[src/rtl/issuePkg.sv]
package issuePkg;
  typedef enum logic {
    SLOT_EMPTY  = 1'b0,
    SLOT_FILLED = 1'b1
  } slotState_e;

  // strobes from control to datapath, one per dispatch slot
  typedef struct packed {
    logic pick;
    logic drop;
  } slotStrobe_t;
endpackage

[src/rtl/oldestPick.sv]
module oldestPick #(
  parameter int N = 8,
  parameter int W = 3
) (
  input  logic [N-1:0] req,
  output logic         valid,
  output logic [W-1:0] idx
);
  always_comb begin
    valid = |req;
    idx   = '0;
    for (int k = N - 1; k >= 0; k--) begin
      if (req[k]) idx = W'(k);
    end
  end
endmodule

[src/rtl/issueCtrl.sv]
module issueCtrl
  import issuePkg::*;
#(
  parameter int NUM_SIMD  = 2,
  parameter int NUM_SLOT  = 4,
  parameter int NUM_WF    = 8,
  parameter int WF_BITS   = 2,
  parameter int BANK_BITS = 1,
  parameter int IDW       = 3
) (
  input  logic [NUM_SLOT*NUM_WF-1:0]     readyReq,
  output slotStrobe_t [NUM_SLOT-1:0]     strobe,
  output logic [NUM_SLOT-1:0][IDW-1:0]   pickId
);
  localparam logic [IDW-1:0] BANK_MASK = IDW'((1 << BANK_BITS) - 1);

  logic [NUM_SLOT-1:0] pickValid;

  for (genvar s = 0; s < NUM_SLOT; s++) begin : g_pick
    oldestPick #(.N(NUM_WF), .W(IDW)) u_pick (
      .req  (readyReq[s*NUM_WF +: NUM_WF]),
      .valid(pickValid[s]),
      .idx  (pickId[s])
    );
  end

  logic [NUM_SLOT-1:0] alive;
  logic [NUM_SLOT-1:0] dropVec;

  // second pass: memory slots in ascending order, first conflict only
  always_comb begin
    logic hit;
    alive   = pickValid;
    dropVec = '0;
    for (int j = NUM_SIMD; j < NUM_SLOT; j++) begin
      hit = 1'b0;
      if (alive[j]) begin
        for (int i = 0; i < NUM_SLOT; i++) begin
          if (!hit && i != j && alive[i] &&
              ((pickId[i] >> WF_BITS) == (pickId[j] >> WF_BITS)) &&
              (((pickId[i] ^ pickId[j]) & BANK_MASK) == '0)) begin
            alive[i]   = 1'b0;
            dropVec[i] = 1'b1;
            hit        = 1'b1;
          end
        end
      end
    end
  end

  always_comb begin
    for (int s = 0; s < NUM_SLOT; s++) begin
      strobe[s].pick = pickValid[s];
      strobe[s].drop = dropVec[s];
    end
  end
endmodule

[src/rtl/issueDatapath.sv]
module issueDatapath
  import issuePkg::*;
#(
  parameter int NUM_SLOT = 4,
  parameter int NUM_WF   = 8,
  parameter int IDW      = 3
) (
  input  logic                         clk,
  input  logic                         rst,
  input  slotStrobe_t [NUM_SLOT-1:0]   strobe,
  input  logic [NUM_SLOT-1:0][IDW-1:0] pickId,
  output logic [NUM_SLOT-1:0]          slotFilled,
  output logic [NUM_SLOT*IDW-1:0]      slotWfId,
  output logic [NUM_WF-1:0]            wfSetBlocked,
  output logic [NUM_WF-1:0]            wfSetReady
);
  slotState_e [NUM_SLOT-1:0]     stateQ, stateN;
  logic [NUM_SLOT-1:0][IDW-1:0]  idQ, idN;
  logic [NUM_WF-1:0]             blkQ, blkN, rdyQ, rdyN;

  always_comb begin
    logic [NUM_WF-1:0] blkRaw;
    blkRaw = '0;
    rdyN   = '0;
    for (int s = 0; s < NUM_SLOT; s++) begin
      if (strobe[s].pick && !strobe[s].drop) begin
        stateN[s] = SLOT_FILLED;
        idN[s]    = pickId[s];
        blkRaw[pickId[s]] = 1'b1;
      end else begin
        stateN[s] = SLOT_EMPTY;
        idN[s]    = '0;
      end
      if (strobe[s].drop) rdyN[pickId[s]] = 1'b1;
    end
    blkN = blkRaw & ~rdyN;
  end

  always_ff @(posedge clk) begin
    if (rst) begin
      stateQ <= {NUM_SLOT{SLOT_EMPTY}};
      idQ    <= '0;
      blkQ   <= '0;
      rdyQ   <= '0;
    end else begin
      stateQ <= stateN;
      idQ    <= idN;
      blkQ   <= blkN;
      rdyQ   <= rdyN;
    end
  end

  always_comb begin
    for (int s = 0; s < NUM_SLOT; s++) begin
      slotFilled[s]            = (stateQ[s] == SLOT_FILLED);
      slotWfId[s*IDW +: IDW]   = idQ[s];
    end
  end

  assign wfSetBlocked = blkQ;
  assign wfSetReady   = rdyQ;
endmodule

[src/rtl/issueStage.sv]
module issueStage
  import issuePkg::*;
#(
  parameter int NUM_SIMD  = 2,
  parameter int NUM_GMEM  = 1,
  parameter int NUM_SMEM  = 1,
  parameter int WF_BITS   = 2,
  parameter int BANK_BITS = 1,
  localparam int NUM_SLOT = NUM_SIMD + NUM_GMEM + NUM_SMEM,
  localparam int NUM_WF   = NUM_SIMD << WF_BITS,
  localparam int IDW      = $clog2(NUM_WF),
  localparam int SIW      = (NUM_SIMD > 1) ? $clog2(NUM_SIMD) : 1
) (
  input  logic                       clk,
  input  logic                       rst,
  input  logic [NUM_SLOT*NUM_WF-1:0] readyReq,
  output logic [NUM_SLOT-1:0]        slotFilled,
  output logic [NUM_SLOT*IDW-1:0]    slotWfId,
  output logic [NUM_SLOT*SIW-1:0]    slotSimdId,
  output logic [NUM_WF-1:0]          wfSetBlocked,
  output logic [NUM_WF-1:0]          wfSetReady
);
  slotStrobe_t [NUM_SLOT-1:0]   strobe;
  logic [NUM_SLOT-1:0][IDW-1:0] pickId;

  issueCtrl #(
    .NUM_SIMD(NUM_SIMD), .NUM_SLOT(NUM_SLOT), .NUM_WF(NUM_WF),
    .WF_BITS(WF_BITS), .BANK_BITS(BANK_BITS), .IDW(IDW)
  ) u_ctrl (
    .readyReq(readyReq),
    .strobe  (strobe),
    .pickId  (pickId)
  );

  issueDatapath #(.NUM_SLOT(NUM_SLOT), .NUM_WF(NUM_WF), .IDW(IDW)) u_dp (
    .clk         (clk),
    .rst         (rst),
    .strobe      (strobe),
    .pickId      (pickId),
    .slotFilled  (slotFilled),
    .slotWfId    (slotWfId),
    .wfSetBlocked(wfSetBlocked),
    .wfSetReady  (wfSetReady)
  );

  for (genvar s = 0; s < NUM_SLOT; s++) begin : g_simd
    assign slotSimdId[s*SIW +: SIW] = SIW'(slotWfId[s*IDW +: IDW] >> WF_BITS);
  end
endmodule

[config.mk]
export PLATFORM = sky130hd
export DESIGN_NAME = issueStage
export DESIGN_NICKNAME = d
export VERILOG_FILES = /design/src/rtl/issuePkg.sv /design/src/rtl/oldestPick.sv /design/src/rtl/issueCtrl.sv /design/src/rtl/issueDatapath.sv /design/src/rtl/issueStage.sv
export SDC_FILE = /design/constraint.sdc
export NUM_CORES = 1
export LEC_CHECK = 0
export ABC_AREA = 1
export CAP_MARGIN = 20
export CORE_ASPECT_RATIO = 1.1
export CORE_UTILIZATION = 31
export DETAILED_ROUTE_END_ITERATION = 12
export DONT_BUFFER_PORTS = 1
export PLACE_DENSITY_LB_ADDON = 0.08
export SETUP_SLACK_MARGIN = 0.05
export SLEW_MARGIN = 10
export SYNTH_ARGS = -nofsm -noshare
export SYNTH_HDL_FRONTEND = slang
export SYNTH_HIERARCHICAL = 1
export SYNTH_SLANG_ARGS = --single-unit
[constraint.sdc]
create_clock -name clk -period 4.1 [get_ports clk]
set_input_delay 1.23 -clock clk [delete_from_list [all_inputs] [get_ports clk]]
set_output_delay 1.23 -clock clk [all_outputs]
set_load 0.01 [all_outputs]
; Word-level counts from Yosys, hierarchy flattened
; Index checks and enable logic that the tools add are counted.
[totals]
wordCells = 159
in_bits = 34
out_inout_bits = 36
reg_bits = 32
[op_classes]
muxes = 73
order_cmp = 8
eq_ne = 6
reduce_logical = 45
bitwise = 17
[op_table]
columns = operator, count
row1 = 3-bit 2-to-1 mux, 33
row2 = 8-bit 2-to-1 mux, 8
row3 = 8-bit bitwise OR, 6
row4 = 8-bit OR reduction, 4
row5 = 1-bit 2-to-1 mux, 26
row6 = 1-bit logical AND, 24
row7 = "3-bit by 4-bit less-than comparator with 1-bit output, second input constant", 4
row8 = 3-bit logical NOT, 5
row9 = 1-bit demux with 3-bit select, 4
row10 = "3-bit by 1-bit greater-or-equal comparator with 1-bit output, second input constant", 4
row11 = 8-bit bitwise AND, 1
row12 = 1-bit logical NOT, 8
row13 = 8-bit NOT, 1
row14 = 2-bit OR reduction, 4
row15 = 1-bit == test, 6
row16 = 1-bit bitwise XOR, 5
row17 = 2-bit 2-to-1 mux, 2
row18 = 1-bit NOT, 4

; Depth between registers and ports, before layout
; Gate-level depths: netlist of run 1.
[depth]
word_depth = 48
mapped_depth = 22
mapped_depth_nobuf = 21

; Hierarchy
; Netlist of run 1, hierarchy kept.
[modules_own_cells]
columns = mod, cells_each, area_per_inst_um2, n_inst, seq_area_each_um2
row1 = issueDatapath, 237, 1745.4, 1, 640.6
row2 = oldestPick, 22, 98.8, 4, 0.0
row3 = issueCtrl, 63, 296.5, 1, 0.0
row4 = issueStage, 4, 30.0, 1, 0.0

; Least setup slack after synthesis of run 1
; Ideal clock, no wire load.
[synth_timing]
path_kind = input to register
start = in readyReq[30]
end = reg u_dp.blkQ[2] (netlist: u_dp/wfSetBlocked[2])
required_ns = 4.036
setup_slack_ns = 1.085
setup_time_ns = 0.064
arrival_time_ns = 2.951
stages = 20
path_buffers = 1
path_cell_list = inv_1 nand2_1 nand2_1 nand2_1 nand2_1 nand2_1 a21oi_1 xor2_1 nor2_2 nand2_1 nor2_2 nor2_2 nand2_1 nand2_1 buf_6 nor2_4 inv_2 o21ai_1 nor2_1 nor2_1
[synth_rtl]
columns = element, line_no
row1 = start: declaration, issueStage.sv:16  ; input logic [NUM_SLOT*NUM_WF-1:0] readyReq,
row2 = end signal: assignment, issueDatapath.sv:48  ; blkQ <= blkN;
row3 = end: declaration, issueDatapath.sv:19  ; logic [NUM_WF-1:0] blkQ, blkN, rdyQ, rdyN;

==> results_dict.tcl, run 1 <==
set metrics [dict create \
    status "finished clean" \
    port_buffers 0 \
    synth_mux_area_share_pct 0 \
    io_pins 70 \
    final_antenna_net_count 0 \
    num-fill-cells 883 \
    synthToLayoutAreaGrowth_pct 4.61 \
    diodes 0 \
    die_w_um 87.1 \
    critPathMaxStageDelay_ns 0.44 \
    seq_area_um2 641 \
    cts_setup_buffers 0 \
    drt_pass1_iterations 5 \
    setup_violations 0 \
    rsz0062_at_grt "false" \
    vias 2326 \
    place.gp.congestion 0.840 \
    layout_setup_ws_ns 0.929 \
    ys_seq_area_share_pct 26.0 \
    critPathMaxFanout 9 \
    syn_area_mm2 0.00247 \
    synth_top_family_by_area "simple AND/OR/NAND/NOR gates" \
    routed_wl_mm 6.33 \
    cp_common_cell "nand2_1" \
    syn_inst 392 \
    drive_above_1_share_pct 17.9 \
    hpwl_mm 5.12 \
    synthesis.nets 426 \
    cts_tree "built" \
    hp-start "rst" \
    wl_per_cell_um 12.8 \
    yosys.area_share.simple_pct 50.1 \
    nNetsFinal 424 \
    viasPerCell 4.70 \
    fin_crit_ns 3.17 \
    ys_ff_latch 32 \
    cp-startpoint "readyReq[30]" \
    clk_root_buffer_cell "clkbuf_8" \
    cts.hold.buffers_added 0 \
    cp.required_ns 4.32 \
    hold_viol 0 \
    ys_warn_count 6 \
    worst_pin_slew_ns 0.953 \
    drt_iter0_drc 149 \
    p_leak_nw 1.33 \
    max_freq_ghz 0.315 \
    rows 33 \
    drv_cap 0 \
    antenna_found_initial 0 \
    cp.arrival_ns 3.39 \
    relSlewSlack_pct 36.2 \
    gr-total-overflow 0 \
    grt_pass1_vias 2132 \
    yosys.cell_types.count 27 \
    finish.utilization_pct 34.0 \
    clkSlewWorstSetupHoldPaths_ns 0.06 \
    grt_pass1_wl_mm 10.1 \
    period_share_pct 77.3 \
    dieArea_mm2 0.00832 \
    grt_max_degree 12 \
    hp-class "in2reg" \
    synthAdderAreaFrac_pct 0 \
    numCtsBuffers 5 \
    htreeDepth 2 \
    ir_drop_uv 86.9 \
    slew_violations 0 \
    die_y_um 95.6 \
    clk_path_buf_depth 2 \
    synth_compound_area_share_pct 5.02 \
    avgSynthCellArea_um2 6.29 \
    end_kind "register" \
    core_mm2 0.00760 \
    slowest_stage "a21oi_1" \
    start_util_pct 32.5 \
    post-place-ws_ns 0.575 \
    post_cts_resized 0 \
    cts.sinks 32 \
    setup_tns_ns 0 \
    powerDensity_mw_per_mm2 306 \
    crit_chain "inv_1, nand2_1, nand2_1, nand2_1, nand2_1, nand2_1, a21oi_1, xor2_1, nor2_2, nand2_1, nor2_2, nor2_2, nand2_1, nand2_1, nor2_8, nand3_1, o21ai_1, nor2_1, nor2_1" \
    startpoint_type "primary input" \
    crit_type "in2reg" \
    grt_use_total_pct 16.1 \
    drcViolationCount 0 \
    multiInputGateArea_mm2 0.00138 \
    synth_xor_area_share_pct 0.710 \
]
==> synthesized netlist by cell type (all sizes together) <==
cell | instances | area [um^2]
nand2 | 96 | 365
o211ai | 1 | 7.51
o21a | 1 | 7.51
a21boi | 1 | 7.51
nand3 | 40 | 205
inv | 69 | 272
nand4 | 36 | 225
and2 | 1 | 8.76
nor2 | 68 | 367
or2 | 4 | 25.0
o21ai | 6 | 30.0
a21oi | 7 | 46.3
nor3 | 4 | 40.0
xor2 | 2 | 17.5
dfxtp | 32 | 641
buf | 20 | 178
a31oi | 4 | 25.0
==> worst paths after layout <==
check / end / depth (start not counted)
worst min-delay path: u_dp/wfSetReady[7] / 1
worst max-delay path: u_dp/wfSetBlocked[3] / 19
==> cells in the final DEF, fill, tap and decap left out, drive strengths merged, types with 4 or more instances in the layout <==
cell type / netlist / final
buf: 20 / 11
nand4: 36 / 36
nor2: 68 / 68
nand2: 96 / 96
inv: 69 / 69
nor3: 4 / 4
clkbuf: 0 / 6
dfxtp: 32 / 32
o21ai: 6 / 6
nand3: 40 / 40
or2: 4 / 4
a21oi: 7 / 7
a31oi: 4 / 4
==> power by group <==
part | internal (mW) | switching (mW) | total (mW)
logic | 0.0725 | 0.151 | 0.224
clock network | 0.115 | 0.103 | 0.218
registers | 0.331 | 0.0164 | 0.347
==> critical path: cells and delay by family <==
family | cells | cell delay [ns]
AO/OA/AOI/OAI | 2 | 0.53
XOR/XNOR | 1 | 0.14
buffers and inverters | 1 | 0.03
AND/OR/NAND/NOR | 15 | 1.44
==> cell type report <==
class / instances / share of cell area, %
clock buffer: 6 / 2.81
clock inverter: 1 / 0.194
inverter: 69 / 10.5
multi-input combinational: 271 / 53.4
sequential: 32 / 24.8
tap: 105 / 5.09
timing repair buffer: 11 / 3.20
==> logic make-up after synthesis <==
group | after synthesis
AND/OR/NAND/NOR | 249
buffers and inverters | 89
flip-flops | 32
AO/OA/AOI/OAI | 20
XOR/XNOR | 2
==> through the flow <==
stage | cell area (um^2) | hold slack, ns | cells | power (mW)
after floorplan | 2470 | 1.51 | 392 | 0.548
after global placement | 2500 | 1.30 | 488 | 0.580
after detailed placement | 2500 | 1.30 | 488 | 0.580
after CTS | 2580 | 0.999 | 495 | 0.805
after global routing | 2580 | 0.995 | 495 | 0.848
final | 2580 | 1.01 | 495 | 0.789
==> state kept, by name (all words and copies together), names as in the netlist <==
register and cells:
u_dp/slotWfId 12, u_dp/slotFilled 4, u_dp/wfSetBlocked 8, u_dp/wfSetReady 8
==> layer usage <==
layer,up-vias,global-route usage (%),wire (um)
met4,0,7.22,161
met3,11,2.51,199
li1,1230,-,-
met5,-,0,0
met1,1029,19.0,2780
met2,56,28.7,3180
Power figures use the tool's default switching activity.
==> inputs of run 2 (changes only) <==
- ABC_AREA: 1 -> 0
- clock period: 4.1 -> 2.95 ns (I/O delays scaled with it)
==> run 2 against run 1 <==
  * Cell area up 15%
  * Non-clock buffer count rose by 47
  * Flip-flop and latch count stayed put
  * Highest routed layer unchanged
==> results_dict.tcl, run 2 <==
set metrics [dict create \
    status "finished clean" \
    synth-edff-count 0 \
    start_util_pct 32.0 \
    end_kind "register" \
    startpoint_type "primary input" \
    hpwl_mm 4.58 \
    drcViolationCount 0 \
    synthToLayoutAreaGrowth_pct 40.3 \
    ys_seq_area_share_pct 30.4 \
    grt_use_total_pct 18.2 \
    power.switching_mw 0.398 \
    die_y_um 88.5 \
    vias 1925 \
    antenna_found_initial 0 \
    critPathMaxStageDelay_ns 0.36 \
    die_w_um 80.6 \
    routed_wl_mm 6.06 \
    diodes 0 \
    layout_commonest_cell "buf_4" \
    seq_area_um2 641 \
    crit_type "in2reg" \
    largest_reg_flops 12 \
    cp.arrival_ns 3.08 \
    dieArea_mm2 0.00713 \
    layout_setup_ws_ns 0.0554 \
    powerDensity_mw_per_mm2 444 \
    numCtsBuffers 5 \
    synth_most_common_cell "dfxtp_1" \
    nNetsFinal 313 \
    hp-class "in2reg" \
    postSynth.asyncResetShare_pct 0 \
    crit_chain "nor4_4, and3b_2, xnor2_2, and3_4, buf_6, nand3_2, o211ai_1, buf_4, nor3b_2, buf_4, buf_6, a22oi_2, a2111oi_2" \
    num-fill-cells 670 \
    pwr-share-comb_pct 34.6 \
    multiInputGateArea_mm2 0.00166 \
    io_pins 70 \
    viasPerCell 5.33 \
    max_freq_ghz 0.345 \
    switching_share_pct 30.3 \
    rows 31 \
    grt_max_degree 21 \
    slowest_stage "a2111oi_2" \
    cts.sinks 32 \
    post-place-ws_ns -0.361 \
    clkSlewWorstSetupHoldPaths_ns 0.07 \
    setup_violations 0 \
    ys.flop_type "dfxtp_1" \
    synth.top_cells.by_count "32 x dfxtp_1, 16 x and2_1, 16 x nor2_1" \
    synthTopCellsByArea "dfxtp_1 30%, a2bb2o_4 5.7%, a2111oi_2 5.7%, and2_1 4.7%, a22oi_1 4.3%" \
    ir_drop_uv 188 \
    wl_per_cell_um 16.8 \
    hold_viol 0 \
    place.gp.congestion 0.811 \
    syn_area_mm2 0.00211 \
    drt_pass1_iterations 4 \
    cts_tree "built" \
    yosys.cell_types.count 42 \
    place_inst 344 \
    finish.utilization_pct 44.9 \
    grt_pass1_vias 1956 \
    finalNonFillerCells 361 \
    power_frac_clock_pct 28.1 \
    cp.required_ns 3.13 \
    rsz0062_at_grt "true" \
    slew_violations 0 \
    p_int_mw 0.917 \
    clk_root_buffer_cell "clkbuf_8" \
    critPathTopFamily "simple AND/OR/NAND/NOR gates" \
    htreeDepth 2 \
    path_buf_inv 4 \
    period_share_pct 98.1 \
    fin_crit_ns 2.89 \
    clk_path_buf_depth 2 \
    power_frac_seq_pct 37.3 \
    worst_pin_slew_ns 0.517 \
    grt_pass1_wl_mm 9.83 \
    drt_iter0_drc 131 \
    final_antenna_net_count 0 \
    synthesis.nets 256 \
    relSlewSlack_pct 65.2 \
    ys_warn_count 6 \
    port_buffers 0 \
    synth_top_cell_by_area "dfxtp_1" \
    ys_ff_latch 32 \
    netlist.area_leader.share_pct 30.4 \
    power.total_mw 1.31 \
    gr-total-overflow 0 \
    avgSynthCellArea_um2 9.50 \
    cts.hold.buffers_added 0 \
    drv_cap 0 \
    p_leak_nw 1.18 \
    critPathMaxFanout 4 \
    syn_inst 222 \
    core_mm2 0.00659 \
    drive_above_1_share_pct 46.6 \
    final_cell_mix "56 x buf_4, 32 x dfxtp_1, 16 x nor2_1, 16 x and2_1, 11 x nor2b_1" \
]
-- run 2: logic make-up after synthesis --
family	after synthesis	share of synthesized area, %
AOI/OAI and AO/OA	71	32.5
xor gates and xnor gates	10	4.15
buffers and inverters	13	3.20
DFF	32	30.4
muxes	1	0.475
and+or+nand+nor	95	29.3
-- run 2: metrics by stage --
step | area [um^2] | hold slack, ns | setup TNS (ns)
2_1_floorplan | 2160 | 1.17 | -1.26
3_3_place_gp | 2580 | 0.958 | -3.36
3_5_place_dp | 2580 | 0.960 | -4.09
4_1_cts | 2820 | 0.656 | 0
5_1_grt | 2960 | 0.648 | -0.326
6_report | 2960 | 0.668 | 0
-- run 2: power by group through the flow --
stage / clock network [mW] / registers (mW) / logic, mW
detailed placement: 0 / 0.501 / 0.372
floorplan: 0 / 0.497 / 0.244
finish: 0.370 / 0.490 / 0.454
CTS: 0.388 / 0.491 / 0.410
global placement: 0 / 0.501 / 0.374
global route: 0.405 / 0.495 / 0.492
-- run 2: path summary, 6_finish.rpt --
check,end,slack (ns),start,depth (start not counted)
worst max-delay path,u_dp/wfSetBlocked[0],0.06,readyReq[4],13
worst min-delay path,u_dp/wfSetBlocked[0],0.67,rst,1
-- run 2: repair_timing --
item	CTS	global route
buffers inserted	7	3
setup endpoints to repair	7	22
resized for setup	12	22
pin swaps	9	16
-- run 2: layer usage --
metal  vias to the layer above  part of all wire [%]  GRT usage, %
met5                         -                     0             0
met4                         0                   1.6          5.84
met3                        10                   4.2          3.51
met2                        59                    47          29.0
met1                       911                    47          24.6
li1                        945                     -             -
-- run 2: final cells by class --
class	instances	area share, %
Multi-Input combinational cell	177	56.0
Sequential cell	32	21.7
Timing Repair Buffer	58	15.0
Tap cell	82	3.47
Clock buffer	7	3.26
Inverter	5	0.635
==> inputs of run 3 (changes only) <==
- CORE_UTILIZATION: 31 -> 45
- SKIP_CTS_REPAIR_TIMING: unset -> 1
==> run 3 against run 2 <==
  * The flow now finishes with violations (negative setup slack)
  * Cell count is 12% lower
  * First-iteration DRC count is 46% lower
  * Fmax is 2.9% lower
  * Cell area is 3.3% lower
  * Highest routed layer unchanged
==> results_dict.tcl, run 3 (synthesis gave the netlist of run 2 again) <==
set metrics [dict create \
    status "finished with violations" \
    violations "negative setup slack" \
    drive_above_1_share_pct 44.3 \
    start_util_pct 47.8 \
    power.switching_mw 0.414 \
    diodes 0 \
    p_leak_nw 1.11 \
    finish.utilization_pct 64.9 \
    ir_drop_uv 263 \
    hp-class "in2reg" \
    layout_commonest_cell "buf_4" \
    clk_path_buf_depth 2 \
    drt_iter0_drc 71 \
    nNetsFinal 297 \
    slew_violations 0 \
    cp.required_ns 3.14 \
    crit_chain "nor4_4, and3b_2, xnor2_2, and3_4, mux2i_1, o311a_4, nor3b_4, a32oi_2, a2111oi_4" \
    switching_share_pct 30.6 \
    end_kind "register" \
    whs_ns 0.654 \
    cts.sinks 32 \
    startpoint_type "primary input" \
    setup_violations 6 \
    largest_reg_flops 12 \
    die_w_um 67.3 \
    grt_pass1_vias 1922 \
    htreeDepth 2 \
    vias 1898 \
    clk_root_buffer_cell "clkbuf_8" \
    max_freq_ghz 0.335 \
    critPathMaxStageDelay_ns 0.42 \
    hp-start "rst" \
    crit_type "in2reg" \
    rows 25 \
    powerDensity_mw_per_mm2 473 \
    postLayoutCellArea_mm2 0.00286 \
    power_frac_seq_pct 36.3 \
    hold_viol 0 \
    numCtsBuffers 5 \
    die_y_um 73.8 \
    rsz0062_at_grt "true" \
    fin_crit_ns 2.98 \
    viasPerCell 5.97 \
    routed_wl_mm 6.19 \
    place.gp.congestion 0.853 \
    final_cell_mix "40 x buf_4, 32 x dfxtp_1, 16 x nor2_1, 16 x and2_1, 11 x nor2b_1" \
    drcViolationCount 0 \
    grt_use_total_pct 26.7 \
    dieArea_mm2 0.00496 \
    gr-total-overflow 0 \
    cts_tree "built" \
    drv_cap 0 \
    synthToLayoutAreaGrowth_pct 35.7 \
    relSlewSlack_pct 61.0 \
    placedInstanceArea_mm2 0.00247 \
    power_frac_clock_pct 31.6 \
    worstHoldEndpoint "u_dp/wfSetBlocked[2]" \
    period_share_pct 101 \
    slowest_stage "o311a_4" \
    clkSlewWorstSetupHoldPaths_ns 0.07 \
    drt_pass1_iterations 4 \
    grt_max_degree 21 \
    cp.arrival_ns 3.17 \
    p_int_mw 0.940 \
    hold_path_depth 1 \
    core_mm2 0.00441 \
    critPathMaxFanout 5 \
    pwr-share-comb_pct 32.1 \
    wl_per_cell_um 19.5 \
    hpwl_mm 4.76 \
    antenna_found_initial 0 \
    power.total_mw 1.35 \
    worst_pin_slew_ns 0.580 \
    final_antenna_net_count 0 \
    port_buffers 0 \
    layout_setup_ws_ns -0.0320 \
    io_pins 70 \
    setup_tns_ns -0.0956 \
    grt_pass1_wl_mm 9.58 \
]
-- run 3: cell count changes in the layout (fill, tap and decap cells not counted), sizes merged --
cell | previous run | this run
clkinv | 0 | 1
clkinvlp | 0 | 1
buf | 58 | 42
clkbuf | 7 | 5
bufinv | 0 | 1
-- run 3: power by group through the flow --
stage | registers (mW) | clock network, mW | logic [mW]
final | 0.492 | 0.427 | 0.435
after global routing | 0.496 | 0.455 | 0.464
after CTS | 0.493 | 0.433 | 0.364
after detailed placement | 0.502 | 0 | 0.362
after global placement | 0.503 | 0 | 0.360
after floorplan | 0.497 | 0 | 0.244
-- run 3: layout make-up --
cell class | count | area [um^2]
multi-input cells | 177 | 1690
fillers | 356 | 1550
flip-flops and latches | 32 | 641
repair buffers | 42 | 332
clock buffers | 5 | 68.8
well taps | 54 | 67.6
clock inverters | 3 | 42.5
inverters | 5 | 18.8
-- run 3: routing by layer --
metal / wire length [um] / GRT usage (%) / vias to the layer above
met5: 0 / 0 / -
met1: 2640 / 31.6 / 914
met3: 252 / 5.59 / 9
li1: - / - / 916
met4: 88 / 8.04 / 0
met2: 3210 / 47.4 / 59
-- run 3: how the worst max path moves through the flow --
| stage | start | endpoint |
|---|---|---|
| after floorplan | readyReq[20] | u_dp/wfSetBlocked[2] |
| after global placement | readyReq[20] | u_dp/wfSetBlocked[4] |
| after detailed placement | readyReq[20] | u_dp/wfSetBlocked[2] |
| after CTS | readyReq[20] | u_dp/wfSetBlocked[3] |
| after global routing | readyReq[4] | u_dp/wfSetBlocked[3] |
| final | readyReq[4] | u_dp/wfSetBlocked[3] |
-- run 3: through the flow --
stage	std cells	setup slack, ns
detailed placement	306	-0.343
floorplan	222	-0.169
global route	318	-0.170
CTS	314	-0.0624
global placement	306	-0.262
finish	318	-0.0320
-- run 3: worst max-delay path, delay by kind of cell --
family           cells  cell delay [ns]
XOR/XNOR             1             0.20
AND/OR/NAND/NOR      4             1.09
multiplexers         1             0.10
AO/OA/AOI/OAI        3             0.90
